--- config.mk ---
export PLATFORM = sky130hd
export DESIGN_NAME = prbs_bert
export DESIGN_NICKNAME = d
export VERILOG_FILES = /design/src/rtl/bert_pkg.sv /design/src/rtl/bert_prbs_source.sv /design/src/rtl/bert_sat_counter.sv /design/src/rtl/bert_sync_engine.sv /design/src/rtl/prbs_bert.sv
export SDC_FILE = /design/constraint.sdc
export NUM_CORES = 1
export LEC_CHECK = 0
export ABC_AREA = 0
export BUFFER_PORTS_ARGS = -buffer_cell sky130_fd_sc_hd__clkbuf_2
export CELL_PAD_IN_SITES_DETAIL_PLACEMENT = 1
export CELL_PAD_IN_SITES_GLOBAL_PLACEMENT = 1
export CORE_MARGIN = 10
export CORE_UTILIZATION = 46
export CTS_CLUSTER_DIAMETER = 120
export CTS_CLUSTER_SIZE = 10
export DETAILED_ROUTE_END_ITERATION = 7
export GPL_TIMING_DRIVEN = 0
export MAX_ROUTING_LAYER = met4
export PLACE_DENSITY_LB_ADDON = 0.1
export SETUP_SLACK_MARGIN = 0.05
export SYNTH_ARGS = -nofsm -noshare
export SYNTH_HDL_FRONTEND = slang
export SYNTH_HIERARCHICAL = 1
export SYNTH_SLANG_ARGS = --single-unit
--- constraint.sdc ---
create_clock -name clk -period 8.1 [get_ports clk]
set_input_delay 2.43 -clock clk [delete_from_list [all_inputs] [get_ports clk]]
set_output_delay 2.43 -clock clk [all_outputs]
set_load 0.01 [all_outputs]
--- src/rtl/bert_pkg.sv ---
package bert_pkg;
  typedef enum logic {ST_LOAD = 1'b0, ST_MEASURE = 1'b1} sync_state_t;
endpackage

--- src/rtl/bert_prbs_source.sv ---
module bert_prbs_source #(
  parameter int          W    = 7,
  parameter logic [W-1:0] TAPS = 7'b1100000,
  parameter logic [W-1:0] SEED = 7'b0000001
) (
  input  logic clk,
  input  logic rst_n,
  input  logic advance,
  output logic bit_out
);
  logic [W-1:0] state_q;
  logic         fb;

  assign fb      = ^(state_q & TAPS);
  assign bit_out = state_q[W-1];

  always_ff @(posedge clk or negedge rst_n) begin
    if (!rst_n)       state_q <= SEED;
    else if (advance) state_q <= {state_q[W-2:0], fb};
  end
endmodule

--- src/rtl/bert_sat_counter.sv ---
module bert_sat_counter #(
  parameter int CW = 48,
  parameter int AW = 16
) (
  input  logic          clk,
  input  logic          rst_n,
  input  logic          clr,
  input  logic          en,
  input  logic [AW-1:0] amount,
  output logic [CW-1:0] value
);
  localparam int SW = ((CW > AW) ? CW : AW) + 1;
  localparam logic [SW-1:0] TOP = SW'({CW{1'b1}});

  logic [SW-1:0] sum;

  assign sum = SW'(value) + SW'(amount);

  always_ff @(posedge clk or negedge rst_n) begin
    if (!rst_n)   value <= '0;
    else if (clr) value <= '0;
    else if (en)  value <= (sum > TOP) ? {CW{1'b1}} : sum[CW-1:0];
  end
endmodule

--- src/rtl/bert_sync_engine.sv ---
module bert_sync_engine
  import bert_pkg::*;
#(
  parameter int           W    = 7,
  parameter logic [W-1:0] TAPS = 7'b1100000,
  parameter int           PW   = 16
) (
  input  logic          clk,
  input  logic          rst_n,
  input  logic          restart,
  input  logic          rx_valid,
  input  logic          rx_bit,
  output logic          in_sync,
  output logic          bit_inc,
  output logic          err_commit,
  output logic [PW-1:0] err_amt,
  output logic          slip_hit
);
  localparam int LW  = $clog2(W + 1);
  localparam int CLW = $clog2(2 * W + 1);

  sync_state_t   state_q;
  logic [W-1:0]  ref_q, hist_q;
  logic [LW-1:0] lcnt_q;
  logic [CLW-1:0] clean_q;
  logic [PW-1:0] pend_q, pend_next;
  logic          win_q;
  logic          pred, self_pred, mis, self_ok, take, measuring;

  always_comb begin
    pred       = ^(ref_q & TAPS);
    self_pred  = ^(hist_q & TAPS);
    mis        = rx_bit ^ pred;
    self_ok    = (rx_bit == self_pred);
    take       = rx_valid && !restart;
    measuring  = (state_q == ST_MEASURE);
    slip_hit   = take && measuring && win_q && self_ok && mis && (clean_q >= CLW'(W));
    err_commit = take && measuring && win_q && self_ok && !slip_hit &&
                 (clean_q == CLW'(2 * W - 1));
    bit_inc    = take && measuring;
    err_amt    = pend_q;
    pend_next  = (pend_q == {PW{1'b1}}) ? pend_q : pend_q + PW'(mis);
  end

  assign in_sync = measuring;

  always_ff @(posedge clk or negedge rst_n) begin
    if (!rst_n) begin
      state_q <= ST_LOAD;
      ref_q   <= '1;
      hist_q  <= '1;
      lcnt_q  <= '0;
      clean_q <= '0;
      pend_q  <= '0;
      win_q   <= 1'b0;
    end else if (restart) begin
      state_q <= ST_LOAD;
      lcnt_q  <= '0;
      clean_q <= '0;
      pend_q  <= '0;
      win_q   <= 1'b0;
    end else if (rx_valid) begin
      hist_q <= {hist_q[W-2:0], rx_bit};
      if (!measuring) begin
        ref_q <= {ref_q[W-2:0], rx_bit};
        if (lcnt_q == LW'(W - 1)) begin
          lcnt_q  <= '0;
          state_q <= ST_MEASURE;
        end else begin
          lcnt_q <= lcnt_q + 1'b1;
        end
      end else begin
        ref_q <= {ref_q[W-2:0], pred};
        if (slip_hit) begin
          state_q <= ST_LOAD;
          lcnt_q  <= '0;
          win_q   <= 1'b0;
          pend_q  <= '0;
          clean_q <= '0;
        end else if (err_commit) begin
          win_q   <= 1'b0;
          pend_q  <= '0;
          clean_q <= '0;
        end else if (win_q) begin
          clean_q <= self_ok ? clean_q + 1'b1 : '0;
          pend_q  <= pend_next;
        end else if (mis) begin
          win_q   <= 1'b1;
          pend_q  <= PW'(1);
          clean_q <= '0;
        end
      end
    end
  end
endmodule

--- src/rtl/prbs_bert.sv ---
module prbs_bert #(
  parameter int           W     = 7,
  parameter logic [W-1:0] TAPS  = 7'b1100000,
  parameter logic [W-1:0] SEED  = 7'b0000001,
  parameter int           CNT_W = 48
) (
  input  logic             clk,
  input  logic             rst_n,
  input  logic             restart,
  output logic             tx_bit,
  output logic             tx_valid,
  input  logic             tx_ready,
  input  logic             rx_bit,
  input  logic             rx_valid,
  output logic             rx_ready,
  output logic             in_sync,
  output logic [CNT_W-1:0] bit_cnt,
  output logic [CNT_W-1:0] err_cnt,
  output logic [CNT_W-1:0] slip_cnt
);
  localparam int PW   = 16;
  localparam int NCNT = 3;

  logic          bit_inc, err_commit, slip_hit, valid_q;
  logic [PW-1:0] err_amt;
  logic          cnt_en  [NCNT];
  logic [PW-1:0] cnt_amt [NCNT];
  logic [CNT_W-1:0] cnt_val [NCNT];

  always_ff @(posedge clk or negedge rst_n) begin
    if (!rst_n) valid_q <= 1'b0;
    else        valid_q <= 1'b1;
  end

  assign tx_valid = valid_q;
  assign rx_ready = 1'b1;

  bert_prbs_source #(.W(W), .TAPS(TAPS), .SEED(SEED)) u_src (
    .clk(clk), .rst_n(rst_n), .advance(valid_q && tx_ready), .bit_out(tx_bit)
  );

  bert_sync_engine #(.W(W), .TAPS(TAPS), .PW(PW)) u_sync (
    .clk(clk), .rst_n(rst_n), .restart(restart), .rx_valid(rx_valid),
    .rx_bit(rx_bit), .in_sync(in_sync), .bit_inc(bit_inc),
    .err_commit(err_commit), .err_amt(err_amt), .slip_hit(slip_hit)
  );

  always_comb begin
    cnt_en[0] = bit_inc;    cnt_amt[0] = PW'(1);
    cnt_en[1] = err_commit; cnt_amt[1] = err_amt;
    cnt_en[2] = slip_hit;   cnt_amt[2] = PW'(1);
  end

  for (genvar g = 0; g < NCNT; g++) begin : g_cnt
    bert_sat_counter #(.CW(CNT_W), .AW(PW)) u_cnt (
      .clk(clk), .rst_n(rst_n), .clr(restart), .en(cnt_en[g]),
      .amount(cnt_amt[g]), .value(cnt_val[g])
    );
  end

  assign bit_cnt  = cnt_val[0];
  assign err_cnt  = cnt_val[1];
  assign slip_cnt = cnt_val[2];
endmodule

# Yosys cells after proc, flatten, opt, wreduce, memory -nomap -nowiden
# Index checks and enable logic that the tools add are counted.
[classes]
n_mux = 43
magnitude_cmp = 4
bitwise_logic = 2
n_reduce_logical = 25
n_addsub = 6
n_eq_ne = 6
[op_table]
columns = ["cell", "count"]
rows = [
  ["$mux 48", 9],
  ["$gt 49x48->1 const B", 3],
  ["$mux 16", 8],
  ["$add 48x1->49 const B", 2],
  ["$add 48x16->49", 1],
  ["$mux 4", 8],
  ["$reduce_xor 7->1", 3],
  ["$add 16x1->16", 1],
  ["$eq 16x16->1 const B", 1],
  ["$mux 3", 5],
  ["$mux 1", 13],
  ["$reduce_bool 2->1", 5],
  ["$logic_and 1x1->1", 9],
  ["$reduce_and 2->1", 3],
  ["$ne 5x5->1 const B", 1],
  ["$reduce_bool 5->1", 1],
  ["$add 4x1->4 const B", 1],
  ["$eq 4x4->1 const B", 1],
  ["$ge 4x3->1 const B", 1],
  ["$reduce_and 4->1", 1],
  ["$add 3x1->3 const B", 1],
  ["$eq 3x3->1 const B", 1],
  ["$ne 3x3->1 const B", 1],
  ["$reduce_and 3->1", 1],
  ["4 further kinds", 5],
]
[totals]
ff_bits = 191
out_inout_bits = 148
elab_cells = 98
inputBits = 6

# Longest topological paths before layout
# Gate-level depths: netlist (run 1).
[depth]
depth_word = 15
ltp_mapped = 12
depth_no_buf = 11

# Hierarchy
# The synthesis (run 1) kept the hierarchy.
[modules_own_cells]
columns = ["module", "instances", "cells_each", "area_per_inst_um2", "seq_area_each_um2"]
rows = [
  ["bert_sat_counter (g_cnt[0].u_cnt ...)", 2, 375, 3437.0, 1201.2],
  ["bert_sat_counter (g_cnt[1].u_cnt)", 1, 404, 3582.2, 1201.2],
  ["bert_sync_engine", 1, 211, 2113.3, 993.5],
  ["bert_prbs_source", 1, 17, 295.3, 176.4],
  ["prbs_bert", 1, 5, 46.3, 25.0],
]

# Least setup slack after synthesis (run 1)
# Ideal clock, no wire load.
[synth_timing]
path_type = "input-to-reg"
start = "input port rx_valid"
end = "register g_cnt[1].u_cnt.value[22]"
t_required_ns = 7.975
path_slack_ns = 3.647
stages = 8
setup_time_ns = 0.125
n_path_buf = 2
t_arrival_ns = 4.329
path_cell_list = "clkbuf_1 and3b_1 nand2_1 nor3_1 buf_6 o21ai_1 nor4b_1 mux2_2"
[synth_between]
elab_chain_cells = 10
[synth_rtl]
columns = ["element", "line_no", "text"]
rows = [
  ["from (decl)", "prbs_bert.sv:14", "input logic rx_valid,"],
  ["$logic_and 1x1->1 (*)", "bert_sync_engine.sv:35", "take = rx_valid && !restart;"],
  ["$logic_and 1x1->1 (*)", "--", ""],
  ["net bit_inc", "prbs_bert.sv:24", "logic bit_inc, err_commit, slip_hit, valid_q;"],
  ["$logic_and 1x1->1 (*) (2 in series)", "bert_sync_engine.sv:37, bert_sync_engine.sv:38", ""],
  ["$logic_and 1x1->1 (2 in series)", "bert_sync_engine.sv:37", "slip_hit = take && measuring && win_q && self_ok && mis && (clean_q >= CLW'(W));"],
  ["$logic_not 1->1", "bert_sync_engine.sv:38", "err_commit = take && measuring && win_q && self_ok && !slip_hit &&"],
  ["$logic_and 1x1->1 (*) (2 in series)", "bert_sync_engine.sv:38", ""],
  ["net err_commit", "prbs_bert.sv:24", ""],
  ["$reduce_bool 2->1 (no source line) (*)", "--", ""],
  ["to (signal assigned)", "bert_sat_counter.sv:22", "else if (en) value <= (sum > TOP) ? {CW{1'b1}} : sum[CW-1:0];"],
  ["to (decl)", "bert_sat_counter.sv:10", "output logic [CW-1:0] value"],
]
# Mark *: on every way through the listed nets, which the timed path passes. The rest lies on a longest branch.
# A chain may end at the register's enable or synchronous reset.

# Worst setup path in the final report (run 1)
[layout_timing]
start = "input port rx_valid"
end = "register g_cnt[1].u_cnt.value[23]"
# The elaborated chain is that of the path after synthesis.

==> flow_summary_export.csv, run 1 <==
group,metric,value,unit
pwr,power_density,143,nW/um^2
clock_tree,cts_tree,"done",
die,die_area,35200,um^2
critical_path,timing.rr.end,"g_cnt[2].u_cnt/value[38]$_DFFE_PN0P_",
cells_and_area,diodes,0,
hold_path,hold-path-endpoint,"g_cnt[1].u_cnt/value[36]$_DFFE_PN0P_",
clock_tree,ctsRootBufferMaster,"clkbuf_16",
timing,fin_crit_sh,63.2,%
clock_tree,cts_setup_buffers,0,
cells_and_area,syn_to_final_growth,15.1,%
pwr,power,0.00212,W
placement,portBuffers,150,
timing,min_period,5.12,ns
timing,fmax,0.195,GHz
cells_and_area,drive_above_1_share,20.9,%
routing,drc,0,
routing,wire_per_inst,21.9,um
global_routing,grt_pass1_vias,12739,
critical_path,critical_path_arrival,5.48,ns
critical_path,r2r_slack,4.60,ns
timing,relSlewSlack,34.1,%
synth,synthesis.area,12900,um^2
cells_and_area,nets,1652,
timing,slew_viol_final,0,
routing,totalWireLength,43.3,mm
cells_and_area,final_common_cell,"dfrtp_1",
placement,place_area,14300,um^2
hold_path,holdPathStages,1,
timing,tightestPinTransition,0.982,ns
hold_path,min_path_type,"reg -> reg",
synth,synthArstFlopShare,100,%
synth,synth_flop_cell,"dfrtp_1",
timing,finalWorstSetupSlack,2.98,ns
pwr,max-vdd-ir-drop,131,uV
routing,drtPass1Iterations,5,
placement,place_hpwl,31.7,mm
synth,yosysWarnings,6,
global_routing,antenna_found_initial,0,
timing,skew,0.0179,ns
die,num_rows,61,
synth,syn_inst,1387,
global_routing,gr-total-overflow,0,
routing,vias_per_cell,6.15,
global_routing,grt_max_degree,99,
clock_tree,cts_resized,0,
synth,yosysSeqAreaShare,37.2,%
synth,synth.top_cell.area_share,34.1,%
placement,place_congestion,0.940,
outcome,outcome,"completed",
run,maxCapViolations,0,
die,die_w,188,um
timing,setup-violations-final,0,
die,start_util,46.6,%
clock_tree,ctsHtreeMaxLevel,4,
critical_path,endpoint_kind,"register",
critical_path,rr_worst_depth,10,
synth,synth_area_leader_cell,"dfrtp_1",
clock_tree,cts_hold_buf,0,
die,coreArea,27700,um^2
critical_path,start_kind,"primary input",
clock_tree,clock_sinks,191,
clock_tree,clk_path_buf_depth,2,
critical_path,worst-setup-path-type,"in -> reg",
critical_path,path_max_fanout,10,
routing,drt_iter0_markers,793,
die,ios,154,
cells_and_area,final_area,14900,um^2
critical_path,reg2reg_from,"g_cnt[2].u_cnt/value[0]$_DFFE_PN0P_",
synth,synth_cell_types,92,
global_routing,grt_pass1_wl,70.1,mm
timing,hold_viol_final,0,
pwr,p_leak,6.28,nW
die,die_y,188,um
timing,rsz0062_at_grt,"false",
clock_tree,clock_latency,0.45,ns
clock_tree,clkTransAtPathRegs,0.08,ns
timing,tns,0,ns
cells_and_area,final_cell_mix,"176 x dfrtp_1, 150 x nor2_1, 149 x clkbuf_2",
placement,place_ws,2.56,ns
routing,drtAntennaViolNets,0,
synth,synthTopCellsByArea,"dfrtp_1 34%, ha_1 5.0%, nor2_1 4.4%",
hold_path,hold_start,"g_cnt[1].u_cnt/value[36]$_DFFE_PN0P_",
synth,synth_area_per_cell,9.31,um^2
routing,num_vias,12189,
global_routing,grt.total_usage,24.9,%
critical_path,critPathRequiredTime,8.46,ns
synth,ys_ff_latch,191,
clock_tree,cts_made_buffers,17,
synth,synth_edf_count,0,
## critical path, cell delays in order
cell and delay [ns]:
clkbuf_1 0.29, and3b_1 0.53, nand2_1 0.22, nor3_1 0.42, buf_6 0.21, clkbuf_1 0.39
clkbuf_1 0.56, o21ai_0 0.19, a21boi_0 0.23
## Yosys cell counts, drive strengths merged, types with 15 or more instances
| cell | n |
|---|---|
| mux2 | 27 |
| nor2b | 17 |
| nand2 | 95 |
| ha | 52 |
| and2 | 23 |
| inv | 46 |
| nor2 | 151 |
| dfstp | 15 |
| xor2 | 27 |
| a311oi | 49 |
| nand4 | 35 |
| a211oi | 35 |
| o21ai | 59 |
| and3 | 32 |
| mux2i | 20 |
| nor3 | 55 |
| clkbuf | 44 |
| a21oi | 90 |
| dfrtp | 176 |
| and4 | 33 |
| nor4 | 31 |
| buf | 21 |
| nand3 | 43 |
| a31oi | 36 |
| xnor2 | 16 |
| o21a | 18 |
## metal layers
metal,vias to the layer above,GRT usage (%),share of wire (%)
met5,-,-,0
met4,0,6.98,1.7
met3,59,4.08,4.7
met2,339,41.3,49
met1,6171,30.8,44
li1,5620,-,-
## cell families (layout without fill, tap and decap cells)
| kind of cell | count (synthesis) | count (layout) | share of synthesized area [%] |
|---|---|---|---|
| DFF | 191 | 191 | 37.2 |
| adders and majority gates | 55 | 55 | 5.50 |
| muxes | 47 | 47 | 4.08 |
| buffers and inverters | 113 | 296 | 5.02 |
| other | 2 | 36 | 0.0582 |
| and+or+nand+nor | 560 | 560 | 23.8 |
| xor gates and xnor gates | 45 | 45 | 3.29 |
| AOI/OAI and AO/OA | 374 | 374 | 21.1 |
## stage by stage
stage / util (%) / instances / hold WS [ns]
after CTS: 53.6 / 1982 / 0.516
final: 53.6 / 1982 / 0.520
after detailed placement: 51.6 / 1950 / 0.500
after global placement: 51.5 / 1949 / 0.476
after global routing: 53.6 / 1982 / 0.539
after floorplan: - / 1421 / 0.467
## sequential cells by signal, summed over array words and instances, names as in the netlist
signal and count:
g_cnt.u_cnt/value 144, tx_valid 1, u_src/state_q 7, u_sync/clean_q 4, u_sync/err_amt 16, u_sync/hist_q 7, u_sync/in_sync 1, u_sync/lcnt_q 3
u_sync/ref_q 7, u_sync/win_q 1
## worst max path at each step
stage,from,endpoint,slack [ns]
floorplan,rx_valid,g_cnt[1].u_cnt/value[22]$_DFFE_PN0P_,3.65
global placement,rst_n,g_cnt[2].u_cnt/value[14]$_DFFE_PN0P_,0.66
detailed placement,rx_valid,g_cnt[1].u_cnt/value[27]$_DFFE_PN0P_,2.56
CTS,rx_valid,g_cnt[1].u_cnt/value[23]$_DFFE_PN0P_,3.02
global route,rx_valid,g_cnt[1].u_cnt/value[23]$_DFFE_PN0P_,2.72
finish,rx_valid,g_cnt[1].u_cnt/value[23]$_DFFE_PN0P_,2.98
## layout make-up
class                   count  area (um^2)
fillers                  3316        12800
multi-input cells        1117         7590
flip-flops and latches    191         4800
repair buffers            151          787
plain buffers              67          475
well taps                 378          473
clock buffers              17          425
inverters                  46          173
clock inverters            15          139
## power breakdown
part	internal (W)	leakage, nW	total (W)	switching [W]
clock network	0.000411	0.283	0.000844	0.000433
logic	0.000100	3.40	0.000223	0.000122
registers	0.00102	2.60	0.00105	0.0000329
Power figures use the tool's default switching activity.
==> inputs of run 2 (changes only) <==
CORE_UTILIZATION = 41   (was 46)
clock period = 4.19 ns   (was 8.1 ns; I/O delays follow)
==> run 2 against run 1 <==
Compared with the run above: non-clock buffer count is 1 higher; combinational power rose by 92%; sequential power increased by 94%; hold slack got worse by 0.010 ns; wire length is 1.5% higher; sequential cell count is the same; clock power rose by 110%; cell count increased by 0.96%; critical path depth unchanged; core utilization fell by 5.1 points; die area rose by 11%; clock skew is 0.0043 ns lower.
==> flow_summary_export.csv, run 2 (synthesis gave the netlist of run 1 again) <==
group,metric,value,unit
die,ios,154,
routing,drc,0,
die,die_y,197,um
global_routing,grt.total_usage,23.4,%
timing,min_period,3.89,ns
timing,hold_viol_final,0,
timing,tightestPinTransition,1.00,ns
critical_path,path_max_fanout,10,
timing,setup-violations-final,0,
placement,place_congestion,0.866,
clock_tree,clk_path_buf_depth,2,
critical_path,crit_path_cell_trace,"clkbuf_1, and3b_2, nand2_1, nor3_1, buf_6, clkbuf_1, clkbuf_1, o21ai_0, a21boi_0",
clock_tree,ctsHtreeMaxLevel,4,
critical_path,critPathRequiredTime,4.55,ns
clock_tree,cts_tree,"done",
routing,totalWireLength,44.0,mm
timing,fmax,0.257,GHz
critical_path,start_kind,"primary input",
pwr,p_leak,6.30,nW
timing,tns,0,ns
global_routing,grt_pass1_wl,71.5,mm
critical_path,cpMostUsedCell,"clkbuf_1",
hold_path,min_path_type,"reg -> reg",
timing,relSlewSlack,32.8,%
routing,vias_per_cell,6.05,
timing,slew_viol_final,0,
critical_path,critical_path_arrival,4.25,ns
global_routing,grt_pass1_vias,12624,
pwr,power_density,282,nW/um^2
critical_path,cpMaxStageDelayCell,"clkbuf_1",
timing,rsz0062_at_grt,"false",
global_routing,antenna_found_initial,0,
die,die_area,39000,um^2
critical_path,slowest_delay,0.55,ns
global_routing,gr-total-overflow,0,
timing,fin_crit_sh,92.9,%
cells_and_area,syn_to_final_growth,15.9,%
routing,drtAntennaViolNets,0,
clock_tree,clock_latency,0.45,ns
cells_and_area,largest_reg_flops,144,
die,coreArea,30800,um^2
critical_path,worst-setup-path-type,"in -> reg",
cells_and_area,diodes,0,
pwr,max-vdd-ir-drop,269,uV
clock_tree,cts_made_buffers,17,
placement,place_area,14300,um^2
cells_and_area,regMostFlops,"g_cnt.u_cnt/value",
die,start_util,41.9,%
clock_tree,clock_sinks,191,
routing,num_vias,12107,
cells_and_area,final_common_cell,"dfrtp_1",
die,die_w,197,um
timing,skew,0.0136,ns
clock_tree,ctsRootBufferMaster,"clkbuf_16",
routing,wire_per_inst,22.0,um
critical_path,endpoint_kind,"register",
clock_tree,cts_hold_buf,0,
global_routing,grt_max_degree,74,
routing,drt_iter0_markers,622,
clock_tree,clkTransAtPathRegs,0.07,ns
cells_and_area,final_area,15000,um^2
cells_and_area,drive_above_1_share,20.8,%
outcome,outcome,"completed",
routing,drtPass1Iterations,5,
timing,fin_hold_ws,0.509,ns
cells_and_area,nets,1653,
run,maxCapViolations,0,
cells_and_area,nFillCells,3636,
placement,portBuffers,150,
placement,place_hpwl,32.6,mm
cells_and_area,final_cell_mix,"176 x dfrtp_1, 150 x nor2_1, 149 x clkbuf_2",
die,num_rows,64,
## run 2: critical path, delay by kind of cell
kind / cells / cell delay, ns
buffers and inverters: 4 / 1.52
AO/OA/AOI/OAI: 2 / 0.40
AND/OR/NAND/NOR: 3 / 1.06
## run 2: worst paths after layout
check                           slack (ns)  depth (start not counted)                           startpoint                                   end
worst max-delay path                  0.30                          9                             rx_valid  g_cnt[1].u_cnt/value[27]$_DFFE_PN0P_
worst min-delay path                  0.51                          1         u_src/state_q[3]$_DFFE_PN0P_          u_src/state_q[4]$_DFFE_PN0P_
worst max register to register        0.71                         10  g_cnt[0].u_cnt/value[0]$_DFFE_PN0P_  g_cnt[0].u_cnt/value[38]$_DFFE_PN0P_
worst min register to register        0.51                          1         u_src/state_q[3]$_DFFE_PN0P_          u_src/state_q[4]$_DFFE_PN0P_
max in group asynchronous             2.65                          2                                rst_n  g_cnt[2].u_cnt/value[12]$_DFFE_PN0P_
min in group asynchronous             0.76                          1                                rst_n  g_cnt[1].u_cnt/value[39]$_DFFE_PN0P_
## run 2: layout make-up
type                            count  area, um^2  share of cell area, %
Clock buffer                       23         478                   3.20
Timing Repair Buffer              152         815                   5.44
Tap cell                          396         495                   3.31
Buffer                             67         475                   3.18
Clock inverter                      9         131                  0.878
Multi-Input combinational cell   1117        7590                   50.8
Sequential cell                   191        4800                   32.1
Inverter                           46         173                   1.15
## run 2: where the power goes
| part | leakage [nW] | switching, W | internal (W) | total, W |
|---|---|---|---|---|
| Clock | 0.290 | 0.000759 | 0.000988 | 0.00175 |
| Combinational | 3.41 | 0.000231 | 0.000197 | 0.000428 |
| Sequential | 2.60 | 0.0000655 | 0.00197 | 0.00204 |
## run 2: metrics by stage
| step | worst slack [ns] | util [%] | instances | power, W |
|---|---|---|---|---|
| after floorplan | 0.910 | - | 1421 | 0.00235 |
| after global placement | -2.14 | 46.3 | 1967 | 0.00247 |
| after detailed placement | -0.391 | 46.5 | 1969 | 0.00250 |
| after CTS | 0.102 | 48.5 | 2001 | 0.00427 |
| after global routing | 0.134 | 48.5 | 2001 | 0.00439 |
| final | 0.298 | 48.5 | 2001 | 0.00421 |
## run 2: routing by layer
metal	wire (um)	up-vias	GRT usage (%)
li1	-	5617	-
met1	20100	6187	29.6
met2	21400	265	38.7
met3	1900	38	3.37
met4	575	0	5.81
met5	0	-	-
## run 2: repair_timing
item,CTS,global route
gates resized for setup,0,1
buffers inserted,0,0
setup endpoints to repair,0,9
==> inputs of run 3 (changes only) <==
MAX_ROUTING_LAYER = not set   (was met4)
==> run 3 against run 2 <==
Compared with the run above: sequential cell count stayed put; sequential share of layout area stayed put; register-to-register slack better by 0.04 ns; clock-buffer cell count stayed put; highest routed layer unchanged.
==> flow_summary_export.csv, run 3 (synthesis gave the netlist of run 1 again) <==
group,metric,value,unit
cells_and_area,syn_to_final_growth,15.9,%
cells_and_area,diodes,0,
die,start_util,41.9,%
placement,portBuffers,150,
timing,slew_viol_final,0,
global_routing,grt_max_degree,74,
routing,drc,0,
critical_path,cpMaxStageDelayCell,"clkbuf_1",
critical_path,crit_path_cell_trace,"clkbuf_1, and3b_2, nand2_1, nor3_1, buf_6, clkbuf_1, clkbuf_1, o21ai_0, a21boi_0",
placement,place_hpwl,32.6,mm
outcome,outcome,"completed",
pwr,power_density,281,nW/um^2
clock_tree,cts_made_buffers,17,
pwr,net-switching-power,0.00104,W
critical_path,critPathTopFamily,"buffers and inverters",
timing,fin_crit_sh,92.7,%
global_routing,gr-total-overflow,0,
die,ios,154,
pwr,sequentialPowerShare,48.5,%
timing,fin_hold_ws,0.510,ns
cells_and_area,nets,1653,
clock_tree,clkTransAtPathRegs,0.07,ns
placement,place_congestion,0.853,
routing,drtPass1Iterations,5,
timing,skew,0.0139,ns
global_routing,grt.total_usage,22.7,%
clock_tree,ctsRootBufferMaster,"clkbuf_16",
routing,drt_iter0_markers,599,
timing,fmax,0.258,GHz
timing,relSlewSlack,33.8,%
die,die_w,197,um
pwr,max-vdd-ir-drop,272,uV
critical_path,endpoint_kind,"register",
die,coreArea,30800,um^2
clock_tree,clk_path_buf_depth,2,
cells_and_area,regMostFlops,"g_cnt.u_cnt/value",
critical_path,start_kind,"primary input",
run,maxCapViolations,0,
pwr,p_clk_share,41.4,%
cells_and_area,largest_reg_flops,144,
timing,tns,0,ns
routing,drtAntennaViolNets,0,
timing,rsz0062_at_grt,"false",
die,die_area,39000,um^2
critical_path,worst-setup-path-type,"in -> reg",
hold_path,min_path_type,"reg -> reg",
die,num_rows,64,
clock_tree,clock_sinks,191,
cells_and_area,drive_above_1_share,20.8,%
global_routing,grt_pass1_vias,12624,
critical_path,critPathRequiredTime,4.55,ns
clock_tree,cts_tree,"done",
timing,tightestPinTransition,0.986,ns
routing,wire_per_inst,22.0,um
timing,min_period,3.88,ns
timing,setup-violations-final,0,
pwr,combPwrFrac,10.2,%
critical_path,slowest_delay,0.55,ns
routing,vias_per_cell,6.05,
critical_path,path_max_fanout,10,
cells_and_area,final_common_cell,"dfrtp_1",
critical_path,path_buf_inv,4,
pwr,p_leak,6.30,nW
die,die_y,197,um
clock_tree,ctsHtreeMaxLevel,4,
pwr,intPower,0.00316,W
timing,hold_viol_final,0,
routing,totalWireLength,43.9,mm
routing,num_vias,12104,
critical_path,cpMostUsedCell,"clkbuf_1",
critical_path,critical_path_arrival,4.25,ns
pwr,p_sw_share,24.9,%
global_routing,antenna_found_initial,0,
clock_tree,clock_latency,0.46,ns
cells_and_area,final_cell_mix,"176 x dfrtp_1, 150 x nor2_1, 149 x clkbuf_2",
global_routing,grt_pass1_wl,71.5,mm
-- run 3: cell counts in the layout (fill, tap and decap cells not counted) --
No cell type changed its count.
-- run 3: timing repair --
item                                   in CTS  in global routing
hold buffers                                0                  0
setup endpoints to repair                   0                  9
endpoints found under the hold margin       0                  0
setup buffers                               0                  0
gates resized for setup                     0                  1
-- run 3: path summary, 6_finish.rpt --
path,startpoint,to,slack [ns],depth (start not counted)
min in group asynchronous,rst_n,g_cnt[1].u_cnt/value[39]$_DFFE_PN0P_,0.75,1
setup / recovery,rx_valid,g_cnt[1].u_cnt/value[27]$_DFFE_PN0P_,0.31,9
hold reg to reg,u_src/state_q[3]$_DFFE_PN0P_,u_src/state_q[4]$_DFFE_PN0P_,0.51,1
setup reg to reg,u_sync/err_amt[0]$_DFFE_PN0P_,g_cnt[1].u_cnt/value[42]$_DFFE_PN0P_,0.75,10
max in group asynchronous,rst_n,g_cnt[2].u_cnt/value[12]$_DFFE_PN0P_,2.65,2
hold / removal,u_src/state_q[3]$_DFFE_PN0P_,u_src/state_q[4]$_DFFE_PN0P_,0.51,1
-- run 3: final cells by class --
class | count | area [um^2]
fill | 3636 | 15900
multi-input combinational | 1117 | 7590
sequential | 191 | 4800
timing repair buffer | 152 | 815
tap | 396 | 495
clock buffer | 23 | 478
buffer | 67 | 475
inverter | 46 | 173
clock inverter | 9 | 131
-- run 3: stage by stage --
step,power (W),setup slack (ns),cells,util [%],area (um^2)
CTS,0.00427,0.102,2001,48.5,15000
floorplan,0.00235,0.910,1421,-,13000
global route,0.00439,0.134,2001,48.5,15000
detailed placement,0.00250,-0.391,1969,46.5,14300
global placement,0.00247,-2.14,1967,46.3,14300
finish,0.00420,0.307,2001,48.5,15000
-- run 3: power by group through the flow --
| stage | sequential (W) | clock [W] | combinational [W] |
|---|---|---|---|
| 3_3_place_gp | 0.00206 | 0 | 0.000408 |
| 3_5_place_dp | 0.00207 | 0 | 0.000428 |
| 2_1_floorplan | 0.00205 | 0 | 0.000302 |
| 5_1_grt | 0.00205 | 0.00186 | 0.000475 |
| 4_1_cts | 0.00204 | 0.00180 | 0.000431 |
| 6_report | 0.00204 | 0.00174 | 0.000427 |
-- run 3: metal layers --
metal	global-route usage [%]	vias to the layer above	wire length, um	share of wire, %
met3	4.11	39	2100	4.8
met2	38.7	260	21500	49
li1	-	5622	-	-
met5	0	-	0	0
met1	29.1	6183	19800	45
met4	5.81	0	599	1.4
